--- src/rtl/tilemap_pkg.sv ---
package tilemap_pkg;
    localparam int TILE_PX = 8;
    localparam int ROW_W   = 3;
    localparam int IDX_W   = 10;
    localparam int ATTR_W  = 6;
    localparam int SHAPE_AW = IDX_W + ROW_W;

    typedef struct packed {
        logic [ATTR_W-1:0] attr;
        logic [IDX_W-1:0]  idx;
    } map_entry_t;
endpackage

--- src/rtl/tilemap_fetch.sv ---
module tilemap_fetch
    import tilemap_pkg::*;
#(
    parameter int TILE_COLS = 80,
    parameter int TILE_ROWS = 60,
    parameter int X_W       = 10,
    parameter int Y_W       = 10,
    parameter int MAP_AW    = 15
) (
    input  logic                clk,
    input  logic                rst_n,
    input  logic [X_W-1:0]      px_x,
    input  logic [Y_W-1:0]      px_y,
    input  logic                map_sel,
    input  logic [7:0]          map_rdata,
    input  logic [7:0]          shape_rdata,
    output logic                disp_rd,
    output logic [MAP_AW-1:0]   disp_addr,
    output logic                shape_re,
    output logic [SHAPE_AW-1:0] shape_addr,
    output logic [7:0]          nxt_bits,
    output logic [ATTR_W-1:0]   nxt_attr
);
    localparam int STRIDE = TILE_COLS * TILE_ROWS * 2;
    localparam logic [X_W-1:0] ACT_W = X_W'(TILE_COLS * TILE_PX);
    localparam logic [Y_W-1:0] ACT_H = Y_W'(TILE_ROWS * TILE_PX);

    typedef struct packed {
        logic [7:0]        lo;
        map_entry_t        ent;
        logic [7:0]        bits;
        logic [ATTR_W-1:0] attr;
    } fetch_t;

    fetch_t st_d, st_q;
    logic [ROW_W-1:0] phase;
    logic in_fetch;
    int   tile_num;

    always_comb begin
        phase    = px_x[ROW_W-1:0];
        in_fetch = (px_x < ACT_W) && (px_y < ACT_H);
        tile_num = int'(px_y >> ROW_W) * TILE_COLS + int'(px_x >> ROW_W);
        disp_rd  = in_fetch && (phase == 3'd0 || phase == 3'd4);
        disp_addr = MAP_AW'((map_sel ? STRIDE : 0) + tile_num * 2 + (phase[2] ? 1 : 0));
        shape_re   = in_fetch && (phase == 3'd6);
        shape_addr = {st_q.ent.idx, px_y[ROW_W-1:0]};

        st_d = st_q;
        if (in_fetch) begin
            case (phase)
                3'd1: st_d.lo  = map_rdata;
                3'd5: st_d.ent = map_entry_t'({map_rdata, st_q.lo});
                3'd7: begin
                    st_d.bits = shape_rdata;
                    st_d.attr = st_q.ent.attr;
                end
                default: ;
            endcase
        end
    end

    always_ff @(posedge clk or negedge rst_n) begin
        if (!rst_n) st_q <= '0;
        else        st_q <= st_d;
    end

    assign nxt_bits = st_q.bits;
    assign nxt_attr = st_q.attr;

    // a shape read follows the second map byte read of the same tile
    p_shape_after_map_r4: assert property (@(posedge clk) disable iff (!rst_n)
        shape_re |-> $past(disp_rd, 2));
endmodule

--- src/rtl/tilemap_pixel.sv ---
module tilemap_pixel
    import tilemap_pkg::*;
#(
    parameter int TILE_COLS = 80,
    parameter int TILE_ROWS = 60,
    parameter int X_W       = 10,
    parameter int Y_W       = 10,
    parameter logic [ATTR_W-1:0] BG_INDEX = '0
) (
    input  logic              clk,
    input  logic              rst_n,
    input  logic [X_W-1:0]    px_x,
    input  logic [Y_W-1:0]    px_y,
    input  logic [7:0]        nxt_bits,
    input  logic [ATTR_W-1:0] nxt_attr,
    output logic [ATTR_W-1:0] colour,
    output logic              colour_valid
);
    localparam logic [X_W-1:0] OUT_LO = X_W'(TILE_PX);
    localparam logic [X_W-1:0] OUT_HI = X_W'(TILE_COLS * TILE_PX + TILE_PX);
    localparam logic [Y_W-1:0] ACT_H  = Y_W'(TILE_ROWS * TILE_PX);

    typedef struct packed {
        logic [7:0]        sh;
        logic [ATTR_W-1:0] attr;
        logic [ATTR_W-1:0] colour;
        logic              valid;
    } pix_t;

    pix_t st_d, st_q;
    logic out_act;
    logic [7:0] bits;
    logic [ATTR_W-1:0] att;

    always_comb begin
        out_act = (px_x >= OUT_LO) && (px_x < OUT_HI) && (px_y < ACT_H);
        bits = (px_x[ROW_W-1:0] == 3'd0) ? nxt_bits : st_q.sh;
        att  = (px_x[ROW_W-1:0] == 3'd0) ? nxt_attr : st_q.attr;
        st_d = st_q;
        st_d.valid  = out_act;
        st_d.colour = '0;
        if (out_act) begin
            st_d.sh     = {bits[6:0], 1'b0};
            st_d.attr   = att;
            st_d.colour = bits[7] ? att : BG_INDEX;
        end
    end

    always_ff @(posedge clk or negedge rst_n) begin
        if (!rst_n) st_q <= '0;
        else        st_q <= st_d;
    end

    assign colour       = st_q.colour;
    assign colour_valid = st_q.valid;

    // the valid window opens one tile after the line's first pixel
    p_first_valid_r6: assert property (@(posedge clk) disable iff (!rst_n)
        $rose(colour_valid) |-> $past(px_x) == OUT_LO);
    // valid output only comes from active lines
    p_valid_rows_r10: assert property (@(posedge clk) disable iff (!rst_n)
        colour_valid |-> $past(px_y) < ACT_H);
endmodule

--- src/rtl/tilemap_arb.sv ---
module tilemap_arb #(
    parameter int MAP_AW = 15
) (
    input  logic              clk,
    input  logic              rst_n,
    input  logic              disp_rd,
    input  logic [MAP_AW-1:0] disp_addr,
    input  logic              cpu_req,
    input  logic [MAP_AW-1:0] cpu_addr,
    input  logic [7:0]        cpu_wdata,
    output logic              cpu_ack,
    output logic [MAP_AW-1:0] map_addr,
    output logic              map_re,
    output logic              map_we,
    output logic [7:0]        map_wdata
);
    always_comb begin
        cpu_ack   = cpu_req && !disp_rd;
        map_re    = disp_rd;
        map_we    = cpu_ack;
        map_addr  = disp_rd ? disp_addr : cpu_addr;
        map_wdata = cpu_wdata;
    end

    // display reads own their slots
    p_no_ack_in_slot_r8: assert property (@(posedge clk) disable iff (!rst_n)
        disp_rd |-> !cpu_ack && !map_we);
    // a request outside a slot is granted as a write
    p_free_slot_grant_r8: assert property (@(posedge clk) disable iff (!rst_n)
        (cpu_req && !disp_rd) |-> cpu_ack && map_we && map_addr == cpu_addr);
endmodule

--- src/rtl/tilemap_render.sv ---
module tilemap_render
    import tilemap_pkg::*;
#(
    parameter int TILE_COLS = 80,
    parameter int TILE_ROWS = 60,
    parameter int X_W       = 10,
    parameter int Y_W       = 10,
    parameter int MAP_AW    = $clog2(4 * TILE_COLS * TILE_ROWS),
    parameter logic [ATTR_W-1:0] BG_INDEX = '0
) (
    input  logic                clk,
    input  logic                rst_n,
    input  logic [X_W-1:0]      pix_x_i,
    input  logic [Y_W-1:0]      pix_y_i,
    input  logic                map_sel_i,
    input  logic                cpu_req_i,
    input  logic [MAP_AW-1:0]   cpu_addr_i,
    input  logic [7:0]          cpu_wdata_i,
    output logic                cpu_ack_o,
    output logic [MAP_AW-1:0]   map_addr_o,
    output logic                map_re_o,
    output logic                map_we_o,
    output logic [7:0]          map_wdata_o,
    input  logic [7:0]          map_rdata_i,
    output logic [SHAPE_AW-1:0] shape_addr_o,
    output logic                shape_re_o,
    input  logic [7:0]          shape_rdata_i,
    output logic [ATTR_W-1:0]   colour_o,
    output logic                colour_valid_o
);
    logic              disp_rd;
    logic [MAP_AW-1:0] disp_addr;
    logic [7:0]        nxt_bits;
    logic [ATTR_W-1:0] nxt_attr;

    tilemap_fetch #(
        .TILE_COLS(TILE_COLS), .TILE_ROWS(TILE_ROWS),
        .X_W(X_W), .Y_W(Y_W), .MAP_AW(MAP_AW)
    ) u_fetch (
        .clk(clk), .rst_n(rst_n), .px_x(pix_x_i), .px_y(pix_y_i),
        .map_sel(map_sel_i), .map_rdata(map_rdata_i), .shape_rdata(shape_rdata_i),
        .disp_rd(disp_rd), .disp_addr(disp_addr),
        .shape_re(shape_re_o), .shape_addr(shape_addr_o),
        .nxt_bits(nxt_bits), .nxt_attr(nxt_attr)
    );

    tilemap_arb #(.MAP_AW(MAP_AW)) u_arb (
        .clk(clk), .rst_n(rst_n), .disp_rd(disp_rd), .disp_addr(disp_addr),
        .cpu_req(cpu_req_i), .cpu_addr(cpu_addr_i), .cpu_wdata(cpu_wdata_i),
        .cpu_ack(cpu_ack_o), .map_addr(map_addr_o), .map_re(map_re_o),
        .map_we(map_we_o), .map_wdata(map_wdata_o)
    );

    tilemap_pixel #(
        .TILE_COLS(TILE_COLS), .TILE_ROWS(TILE_ROWS),
        .X_W(X_W), .Y_W(Y_W), .BG_INDEX(BG_INDEX)
    ) u_pixel (
        .clk(clk), .rst_n(rst_n), .px_x(pix_x_i), .px_y(pix_y_i),
        .nxt_bits(nxt_bits), .nxt_attr(nxt_attr),
        .colour(colour_o), .colour_valid(colour_valid_o)
    );
endmodule

--- config.mk ---
export PLATFORM = sky130hd
export DESIGN_NAME = tilemap_render
export DESIGN_NICKNAME = d
export VERILOG_FILES = /design/src/rtl/tilemap_pkg.sv /design/src/rtl/tilemap_fetch.sv /design/src/rtl/tilemap_pixel.sv /design/src/rtl/tilemap_arb.sv /design/src/rtl/tilemap_render.sv
export SDC_FILE = /design/constraint.sdc
export NUM_CORES = 1
export LEC_CHECK = 0
export BUFFER_PORTS_ARGS = -buffer_cell sky130_fd_sc_hd__buf_4
export CAP_MARGIN = 5
export CORE_UTILIZATION = 48
export CTS_BUF_LIST = sky130_fd_sc_hd__clkbuf_8
export DETAILED_ROUTE_END_ITERATION = 12
export PLACE_DENSITY = 0.79
export SYNTH_ARGS = -nofsm -noshare
export SYNTH_HDL_FRONTEND = slang
export SYNTH_SLANG_ARGS = --single-unit
--- constraint.sdc ---
create_clock -name clk -period 3.55 [get_ports clk]
set_clock_uncertainty 0.05 [all_clocks]
set_input_delay 0.355 -clock clk [delete_from_list [all_inputs] [get_ports clk]]
set_output_delay 0.355 -clock clk [all_outputs]
set_load 0.02 [all_outputs]
# After elaboration in Yosys (flattened, before gate mapping)
# Cells that the tools add are included.
dict set report op_classes {
  addsub 3
  n_mul 1
  n_lt_le_gt_ge 4
  n_eq_ne 5
  mux 7
  reduce_logical 12
}
# operator n
set op_table {}
lappend op_table {{15-bit adder} 2}
lappend op_table {{10-bit < comparator (second input constant)} 2}
lappend op_table {{6-bit two-way mux} 3}
lappend op_table {{15-bit two-way mux} 1}
lappend op_table {{14-bit by 8-bit adder with 14-bit output} 1}
lappend op_table {{14-bit two-way mux} 1}
lappend op_table {{3-bit == test (second input constant)} 4}
lappend op_table {{10-bit by 4-bit greater-or-equal comparator with 1-bit output (second input constant)} 1}
lappend op_table {{10-bit by 9-bit < comparator with 1-bit output (second input constant)} 1}
lappend op_table {{7-bit by 3-bit multiplier with 10-bit output (second input constant)} 1}
lappend op_table {{8-bit two-way mux} 1}
lappend op_table {{1-bit logical AND} 6}
lappend op_table {{2-bit AND reduction} 3}
lappend op_table {{3-bit by 1-bit == test with 1-bit output (second input constant)} 1}
lappend op_table {{3-bit logical NOT} 1}
lappend op_table {{1-bit logical NOT} 1}
lappend op_table {{1-bit logical OR} 1}
lappend op_table {{1-bit two-way mux} 1}
dict set report totals {
  regBits 58
  output_inout_bits 47
  elab_cells 41
}

# Logic depth before layout (Yosys ltp)
# Gate-level depths: netlist of run 1.
dict set report depth {
  depth_word 5
  depth_mapped 15
  mapped_depth_nobuf 15
}

# Modules after synthesis
# Synthesis of run 1 repeated with hierarchy kept, for this count alone.
dict set report unflattened {
  cells_unflattened 321
  hier_area_um2 3681.0
}
# mod n_inst cells_each area_each_um2
set by_module_without_submodules {}
lappend by_module_without_submodules {tilemap_fetch 1 204 2386.0}
lappend by_module_without_submodules {tilemap_pixel 1 89 977.2}
lappend by_module_without_submodules {tilemap_arb 1 28 317.8}

# Worst setup path before layout of run 1
# OpenSTA, ideal clock, no wires.
dict set report synth_path {
  kind {input port to output port}
  from {in pix_y_i[4]}
  to {out map_addr_o[14]}
  arrival_time_ns 3.433
  t_required_ns 3.145
  setup_slack_ns -0.288
  cell_stages 15
  path_buffers 0
  path_cell_list {ha_1 > ha_1 > inv_1 > fa_1 > nand2b_1 > or2_1 > nor2_1 > nand3_1 > xnor2_1 > ha_1 > and2_1 > a311oi_1 > a211oi_2 > xnor2_1 > o21ai_1}
}
dict set report synth_via {
  elab_chain_cells 5
}
# item line_no
set synth_rtl {}
lappend synth_rtl {{from (decl)} tilemap_render.sv:14} ;# input logic [Y_W-1:0] pix_y_i,
lappend synth_rtl {{7-bit by 3-bit multiplier with 10-bit output} tilemap_fetch.sv:43} ;# tile_num = int'(px_y >> ROW_W) * TILE_COLS + int'(px_x >> ROW_W);
lappend synth_rtl {{14-bit by 8-bit adder with 14-bit output} tilemap_fetch.sv:43}
lappend synth_rtl {{15-bit adder (2 in series)} tilemap_fetch.sv:45} ;# disp_addr = MAP_AW'((map_sel ? STRIDE : 0) + tile_num * 2 + (phase[2] ? 1 : 0));
lappend synth_rtl {{15-bit two-way mux (*)} tilemap_arb.sv:21} ;# map_addr = disp_rd ? disp_addr : cpu_addr;
lappend synth_rtl {{to (decl)} tilemap_render.sv:20} ;# output logic [MAP_AW-1:0] map_addr_o,
# Every way passes the cells marked *; elsewhere a longest branch is shown, timed or not.

# Worst setup path in the final report of run 1
dict set report layout_path {
  from {in pix_y_i[6]}
  to {out map_addr_o[14]}
}
# Same word-level chain as after synthesis.

==> tab_implementation.tex, run 1 <==
\begin{tabular}{lr}
\hline
Metric & Value \\
\hline
\multicolumn{2}{l}{\textbf{Layout}} \\
\quad Area delta synth->final & 27.5\% \\
\quad Commonest non-fill, non-tap cell in the layout & buf\_4 \\
\quad Highest-count cells in the layout ignoring fill and taps & 98 x buf\_4, 58 x dfrtp\_1, 35 x mux2\_1, 33 x nand2\_1 \\
\quad Fin util & 0.643 \\
\quad Filler cell count in the final layout & approximately 570 \\
\quad Summed area of non-filler cells in the final layout & 4440 µm² \\
\quad Share of cells above drive strength 1 & 0.403 \\
\quad Diode insertion count for antenna repair & 0 \\
\quad \# nets final & 470 \\
\multicolumn{2}{l}{\textbf{Floorplanning}} \\
\quad Die X & roughly 87 µm \\
\quad Area enclosed by the die boundary & 7600 µm² \\
\quad Starting Density & 0.504 \\
\quad Top Ports & between 100 and 150 \\
\quad Total number of placement rows & 30 \\
\quad Y dimension of the die & between 80 and 90 µm \\
\quad Area of the core region & a little under 7000 µm² \\
\multicolumn{2}{l}{\textbf{Critical path}} \\
\quad Setup CP Type & in -> out \\
\quad Reg-to-reg slack, setup & between 2 and 3 ns \\
\quad Signal arrival time at the worst endpoint & between 3 and 4 ns \\
\quad Worst endpoint required time & 3.14 ns \\
\quad Startpoint Class & input pin \\
\quad Reg2reg end & u\_pixel.colour[4] \\
\quad Nature of the critical path endpoint & output port \\
\quad Reg-to-Reg Start & u\_fetch.nxt\_bits[7] \\
\quad Crit Path Max Fanout & 2 \\
\quad Register-to-Register Path Depth & 3 \\
\multicolumn{2}{l}{\textbf{Global routing}} \\
\quad Global route overflow & 0 \\
\quad Largest net degree at the start of global routing & 59 \\
\quad Initial antenna violation count & 0 \\
\quad Number of global-route vias before repair & roughly 2500 \\
\quad Wire length of the first global-routing pass & approximately 12000 µm \\
\quad Overall fraction of global-route tracks in use & 0.203 \\
\multicolumn{2}{l}{\textbf{STA}} \\
\quad Crit share post-route & 1.04 \\
\quad Worst Setup Slack, final & -0.126 ns \\
\quad Worst slew slack as a fraction of its limit & 0.475 \\
\quad Count of endpoints failing setup in the final report & 1 \\
\quad Final Max Slew Viols & 0 \\
\quad Min Hold Slack & between 0.02 and 0.03 ns \\
\quad Setup TNS & -0.126 ns \\
\quad Worst Tran Pin Value & just under 0.8 ns \\
\quad Max Clock Freq & approximately 270 MHz \\
\quad Unrepaired setup endpoints after global routing & true \\
\quad Final Hold Fails & 0 \\
\quad Shortest period the worst path allows & about 3.7 ns \\
\multicolumn{2}{l}{\textbf{Route}} \\
\quad Detailed-route DRC error count & 0 \\
\quad Average routed wire per standard cell & around 15 µm \\
\quad Via/cell ratio & 5.09 \\
\quad Total Wirelength & 7270 µm \\
\quad Via count & between 2000 and 2500 \\
\quad Pre-antenna DRT Iters & 4 \\
\quad Initial DRC Count & 29 \\
\quad Post-route ant nets & 0 \\
\multicolumn{2}{l}{\textbf{Clocking}} \\
\quad Clock Latency Late Sink & between 0.3 and 0.4 ns \\
\quad Clock tree from TritonCTS & done \\
\quad Post-CTS clock slew at the launch and capture registers of the worst setup and hold paths & approximately 0.060 ns \\
\quad CTS H-Tree Depth & 3 \\
\quad Cts bufs inserted & 9 \\
\quad Cell at the root of the clock tree & clkbuf\_8 \\
\quad Clock tree sinks & between 50 and 60 \\
\quad Maximum buffer depth of the clock tree & 2 \\
\quad Number of buffers added to fix hold violations after cts & 0 \\
\multicolumn{2}{l}{\textbf{Power}} \\
\quad Leakage power figure & 2.13 nW \\
\quad Worst supply voltage drop on vdd & between 0.3 and 0.4 mV \\
\quad Sum of internal, switching and leakage power & between 2 and 2.5 mW \\
\quad Power density of the placed cells & about 520 nW/µm² \\
\multicolumn{2}{l}{\textbf{Placement}} \\
\quad Post-Place Cell Area & between 4000 and 5000 µm² \\
\quad Port-buffer cells & 87 \\
\quad Detailed placement HPWL & 5580 µm \\
\quad Gp weighted congestion & between 0.8 and 0.9 \\
\multicolumn{2}{l}{\textbf{Logic synthesis}} \\
\quad Nets in the synthesized netlist & about 400 \\
\quad Mapped cell area & $\sim$3500 µm² \\
\quad Yosys top cell by area & dfrtp\_1 \\
\quad Share of the synthesized area in the top cell type & 0.417 \\
\quad Top area cells in the synthesized netlist & dfrtp\_1 42\%, mux2\_1 11\%, ha\_1 6.1\% \\
\quad Leading register cell type out of synthesis & dfrtp\_1 \\
\quad Seq cells post-synth & just under 60 \\
\quad Number of synthesized flops with an enable pin & 0 \\
\quad Fraction of registers with async set/reset & 1.00 \\
\quad Synthesized netlist cell count & between 300 and 400 \\
\quad Number of unique standard cell types used by synthesis & 47 \\
\quad Sequential fraction of the synthesis area & 0.417 \\
\quad Mean instance size in the synthesized netlist & 11.2 µm² \\
\quad Synth warnings & 0 \\
\multicolumn{2}{l}{\textbf{Job}} \\
\quad Max-cap violations & 0 \\
\multicolumn{2}{l}{\textbf{Outcome}} \\
\quad Failing checks & negative setup slack \\
\quad Result of the run & finished, violations left \\
\multicolumn{2}{l}{\textbf{Min path}} \\
\quad HP Class & in -> async \\
\hline
\end{tabular}
[logic make-up after synthesis]
family,synth area share
buffers and inverters,0.0809
flip-flops,0.417
adder cells (fa/ha/maj),0.0784
multiplexers,0.198
XOR/XNOR,0.0428
AND/OR/NAND/NOR,0.0888
AO/OA/AOI/OAI,0.0938
[timing repair]
| action | 4_1_cts | 5_1_grt |
|---|---|---|
| setup buffers | 0 | 0 |
| pin swaps | 12 | 7 |
| setup endpoints to repair | 1 | 1 |
| gates resized for setup | 6 | 4 |
[report_power, final]
part,switching [mW],internal (mW),total [mW]
combinational,0.352,0.379,0.732
clock,0.245,0.431,0.676
sequential,0.0920,0.822,0.914
[metrics by stage]
step	std cells	worst slack, ns
finish	488	-0.126
global route	488	-0.323
CTS	488	-0.136
detailed placement	472	-0.221
global placement	472	-0.193
floorplan	312	-0.0449
[how the worst max path moves through the flow]
| stage | startpoint | end | slack, ns | cells after the start |
|---|---|---|---|---|
| 2_1_floorplan | pix_y_i[6] | map_addr_o[14] | -0.04 | 15 |
| 3_3_place_gp | pix_y_i[6] | map_addr_o[14] | -0.19 | 17 |
| 3_5_place_dp | pix_y_i[6] | map_addr_o[14] | -0.22 | 17 |
| 4_1_cts | pix_y_i[6] | map_addr_o[14] | -0.14 | 17 |
| 5_1_grt | pix_y_i[6] | map_addr_o[14] | -0.32 | 17 |
| 6_report | pix_y_i[6] | map_addr_o[14] | -0.13 | 17 |
[flip-flops by register name, summed over array words and instances (netlist names)]
signal	flops
u_fetch.nxt_attr	6
u_fetch.nxt_bits	8
u_fetch.shape_addr	10
u_fetch.st_q	14
u_pixel.colour	6
u_pixel.colour_valid	1
u_pixel.st_q	13
[area by class of cell]
| type | count | area [µm²] | share of cell area |
|---|---|---|---|
| Clock buffer | 11 | 151 | 0.0341 |
| Clock inverter | 5 | 77.6 | 0.0175 |
| Inverter | 9 | 35.0 | 0.00789 |
| Multi-Input combinational cell | 208 | 1830 | 0.412 |
| Sequential cell | 58 | 1450 | 0.327 |
| Tap cell | 96 | 120 | 0.0271 |
| Timing Repair Buffer | 101 | 773 | 0.174 |
[per-layer routing]
metal / wire length (µm) / global-route usage
met1: 3040 / 0.224
met2: 3760 / 0.379
met3: 335 / 0.0436
met4: 128 / 0.0805
met5: 0 / 0
[cell usage after synthesis (all sizes together), types with 2 or more instances]
cell / instances
a211oi: 3
a21o: 6
a21oi: 15
and2: 2
buf: 31
clkbuf: 6
dfrtp: 58
fa: 3
ha: 17
inv: 8
mux2: 54
mux2i: 6
nand2: 34
nand2b: 3
nand3: 4
nor2: 11
nor3: 2
nor4: 2
o21ai: 15
or3: 2
xnor2: 14
xor2: 3
[worst max-delay path, stage by stage]
cell and delay (ns):
buf_8 0.10, ha_4 0.26, ha_4 0.13, inv_2 0.03, fa_1 0.47, nand2b_4 0.16, or2_4 0.24, nor2_4 0.11
nand3_2 0.08, xnor2_1 0.15, ha_1 0.31, buf_4 0.15, a311oi_2 0.22, a211oi_2 0.06, xnor2_1 0.21, o21ai_2 0.07
buf_6 0.16
Power figures use the tool's default switching activity.
==> run 2, diff against run 1 <==
--- a/config.mk
+++ b/config.mk
@@ -5,12 +5,13 @@
 export SDC_FILE = /design/constraint.sdc
 export NUM_CORES = 1
 export LEC_CHECK = 0
+export ABC_AREA = 1
 export BUFFER_PORTS_ARGS = -buffer_cell sky130_fd_sc_hd__buf_4
 export CAP_MARGIN = 5
 export CORE_UTILIZATION = 48
 export CTS_BUF_LIST = sky130_fd_sc_hd__clkbuf_8
 export DETAILED_ROUTE_END_ITERATION = 12
-export PLACE_DENSITY = 0.79
+export PLACE_DENSITY = 0.78
 export SYNTH_ARGS = -nofsm -noshare
 export SYNTH_HDL_FRONTEND = slang
 export SYNTH_SLANG_ARGS = --single-unit
==> tab_implementation.tex, run 2 <==
\begin{tabular}{lr}
\hline
Metric & Value \\
\hline
\multicolumn{2}{l}{\textbf{Outcome}} \\
\quad Result of the run & completed \\
\multicolumn{2}{l}{\textbf{Global routing}} \\
\quad Number of global-route vias before repair & 2858 \\
\quad Global route overflow & 0 \\
\quad Largest net degree at the start of global routing & 59 \\
\quad Wire length of the first global-routing pass & about 12000 µm \\
\quad Overall fraction of global-route tracks in use & 0.208 \\
\quad Initial antenna violation count & 0 \\
\multicolumn{2}{l}{\textbf{Critical path}} \\
\quad Reg-to-reg slack, setup & around 2.5 ns \\
\quad Setup CP Type & in -> out \\
\quad Critical path's slowest cell & fa\_2 \\
\quad Critical Path End & map\_addr\_o[13] \\
\quad Nature of the critical path endpoint & output port \\
\quad Delay of the slowest cell on the worst path & 0.48 ns \\
\quad Crit Path Max Fanout & 4 \\
\quad Worst endpoint required time & roughly 3.1 ns \\
\quad Startpoint Class & input pin \\
\quad Reg2reg end & u\_pixel.colour[5] \\
\quad Signal arrival time at the worst endpoint & roughly 3 ns \\
\quad Reg-to-Reg Start & u\_fetch.nxt\_bits[7] \\
\quad Chain of cells forming the critical path & buf\_4 > ha\_1 > ha\_4 > inv\_2 > fa\_2 > nor2\_8 > nand2\_4 > nor2\_4 > nand3\_2 > nor2\_1 > xnor2\_1 > ha\_1 > or2\_1 > nand3\_1 > nand2\_1 > buf\_4 \\
\quad Register-to-Register Path Depth & 2 \\
\quad Critical Path Stages & 16 \\
\quad Gate family responsible for the most delay along the worst path & adder cells \\
\quad Count of buffer and inverter cells on the critical path & 3 \\
\quad Launch point of the critical path & pix\_y\_i[4] \\
\multicolumn{2}{l}{\textbf{Placement}} \\
\quad Post-Place Cell Area & 4110 µm² \\
\quad Detailed placement HPWL & 5690 µm \\
\quad Number of placed instances with taps included & about 610 \\
\quad Gp weighted congestion & approximately 0.90 \\
\quad Pre-CTS worst setup slack & roughly 0.065 ns \\
\quad Port-buffer cells & 87 \\
\multicolumn{2}{l}{\textbf{Logic synthesis}} \\
\quad Share of the synthesized area in the top cell type & 0.405 \\
\quad Mapped cell area & between 3000 and 4000 µm² \\
\quad Number of unique standard cell types used by synthesis & 34 \\
\quad Top area cells in the synthesized netlist & dfrtp\_1 40\%, nand2\_1 15\%, inv\_1 7.0\% \\
\quad Fraction of registers with async set/reset & 1.00 \\
\quad Sequential fraction of the synthesis area & 0.405 \\
\quad Seq cells post-synth & 58 \\
\quad Mean instance size in the synthesized netlist & about 7.7 µm² \\
\quad Leading register cell type out of synthesis & dfrtp\_1 \\
\quad Number of synthesized flops with an enable pin & 0 \\
\quad Most used standard cell by instance count after synthesis & nand2\_1 \\
\quad Nets in the synthesized netlist & $\sim$550 \\
\quad Synth warnings & 0 \\
\quad Yosys top cell by area & dfrtp\_1 \\
\quad Leading cell types by count after synthesis & 140 x nand2\_1, 67 x inv\_1, 58 x dfrtp\_1, 44 x o21ai\_1 \\
\quad Synthesized netlist cell count & 465 \\
\multicolumn{2}{l}{\textbf{Floorplanning}} \\
\quad Die X & around 88 µm \\
\quad Area of the core region & approximately 7300 µm² \\
\quad Y dimension of the die & approximately 88 µm \\
\quad Total number of placement rows & 31 \\
\quad Top Ports & between 100 and 150 \\
\quad Area enclosed by the die boundary & 7820 µm² \\
\quad Starting Density & 0.494 \\
\multicolumn{2}{l}{\textbf{Clocking}} \\
\quad Post-CTS Repair Setup Buffers & 0 \\
\quad Maximum buffer depth of the clock tree & 2 \\
\quad Clock Latency Late Sink & approximately 0.33 ns \\
\quad Clock tree sinks & 58 \\
\quad Cell at the root of the clock tree & clkbuf\_8 \\
\quad Clock tree from TritonCTS & done \\
\quad Post-CTS clock slew at the launch and capture registers of the worst setup and hold paths & around 0.06 ns \\
\quad CTS H-Tree Depth & 3 \\
\quad Cts bufs inserted & 9 \\
\multicolumn{2}{l}{\textbf{Layout}} \\
\quad Summed area of non-filler cells in the final layout & 4390 µm² \\
\quad Commonest non-fill, non-tap cell in the layout & nand2\_1 \\
\quad Area delta synth->final & 22.4\% \\
\quad Highest-count cells in the layout ignoring fill and taps & 139 x nand2\_1, 88 x buf\_4, 65 x inv\_1, 58 x dfrtp\_1, 43 x o21ai\_1 \\
\quad \# nets final & roughly 600 \\
\quad Biggest register & u\_fetch.st\_q \\
\quad Number of cells in the finished layout apart from fillers & $\sim$630 \\
\quad Filler cell count in the final layout & $\sim$630 \\
\quad Fin util & 0.605 \\
\quad Share of cells above drive strength 1 & 0.258 \\
\quad Diode insertion count for antenna repair & 0 \\
\quad Max FFs per register & 14 \\
\multicolumn{2}{l}{\textbf{Route}} \\
\quad Pre-antenna DRT Iters & 4 \\
\quad Via count & 3060 \\
\quad Total Wirelength & $\sim$7600 µm \\
\quad Post-route ant nets & 0 \\
\quad Average routed wire per standard cell & $\sim$12 µm \\
\quad Via/cell ratio & just under 5 \\
\quad Initial DRC Count & 127 \\
\quad Detailed-route DRC error count & 0 \\
\multicolumn{2}{l}{\textbf{Job}} \\
\quad Max-cap violations & 0 \\
\multicolumn{2}{l}{\textbf{STA}} \\
\quad Crit share post-route & 0.951 \\
\quad Min Hold Slack & between 0.02 and 0.03 ns \\
\quad Setup TNS & 0 ns \\
\quad Final Max Slew Viols & 0 \\
\quad Shortest period the worst path allows & around 3.4 ns \\
\quad Count of endpoints failing setup in the final report & 0 \\
\quad Worst Setup Slack, final & around 0.17 ns \\
\quad Max Clock Freq & approximately 300 MHz \\
\quad Worst slew slack as a fraction of its limit & 0.470 \\
\quad Worst Tran Pin Value & between 0.7 and 0.8 ns \\
\quad Final Hold Fails & 0 \\
\multicolumn{2}{l}{\textbf{Power}} \\
\quad Sum of internal, switching and leakage power & 2.21 mW \\
\quad Power density of the placed cells & between 500 and 600 nW/µm² \\
\quad Leakage power figure & 2.38 nW \\
\quad Worst supply voltage drop on vdd & approximately 0.4 mV \\
\multicolumn{2}{l}{\textbf{Min path}} \\
\quad HP Class & in -> async \\
\hline
\end{tabular}
## run 2: changes by cell type after synthesis, moves of 5 or more
cell     previous run  this run
nand2_2             0         6
mux2_1             35         0
a21o_1              6         0
a21oi_1            13         4
o21ai_1            13        44
mux2i_1             6         0
o21ai_0             2        28
inv_1               7        67
nand4_1             0         5
mux2_2             13         0
nand2_1            33       140
mux2_4              6         0
xnor2_1            14         2
nand3_1             4        11
## run 2: cells by family (layout without fill, tap and decap cells)
kind of cell    count (synthesis)  in the layout  share of synthesized area
xor+xnor                        5              5                     0.0122
flops                          58             58                      0.405
compound gates                 80             80                      0.116
fa+ha+maj                      20             20                     0.0761
buf+inv                       114            179                      0.152
simple gates                  188            188                      0.238
## run 2: final cells by class
| cell class | count | area, µm² | share of cell area |
|---|---|---|---|
| Multi-Input combinational cell | 293 | 1630 | 0.371 |
| Sequential cell | 58 | 1450 | 0.331 |
| Timing Repair Buffer | 89 | 672 | 0.153 |
| Inverter | 74 | 278 | 0.0633 |
| Clock buffer | 9 | 124 | 0.0282 |
| Tap cell | 99 | 124 | 0.0282 |
| Clock inverter | 7 | 109 | 0.0248 |
## run 2: per-layer routing
metal | part of all wire | wire (µm) | vias to the layer above | global-route usage
met2 | 0.47 | 3590 | 89 | 0.349
met5 | 0 | 0 | - | 0
li1 | - | - | 1549 | -
met3 | 0.063 | 475 | 10 | 0.0625
met1 | 0.45 | 3430 | 1412 | 0.257
met4 | 0.011 | 85 | 0 | 0.0674
## run 2: worst min-delay path by stage
stage	cells after the start	slack [ns]	startpoint	endpoint
after floorplan	0	0.009	rst_n	u_fetch.nxt_attr[0]
after global placement	1	0.40	rst_n	u_pixel.colour_valid
after detailed placement	1	0.41	rst_n	u_pixel.colour[3]
after CTS	1	0.05	rst_n	u_pixel.colour[3]
after global routing	1	0.09	rst_n	u_fetch.nxt_attr[2]
final	1	0.03	rst_n	u_pixel.st_q[17]
## run 2: report_power, final
group          total (mW)  internal (mW)  switching, mW  leakage, nW
Sequential          0.860          0.793         0.0667        0.757
Combinational       0.641          0.271          0.370         1.50
Clock               0.713          0.460          0.254        0.124
Total                2.21           1.52          0.690         2.38
## run 2: what timing repair did
action                                  CTS  global route
hold buffers                              0             0
resized for setup                         0            12
endpoints found under the setup margin    0             3
## run 2: worst reg2reg max path, stage by stage, from the launching register on
cell	delay (ns)
dfrtp_1	0.38
o21ai_1	0.37
nor2_1	0.12
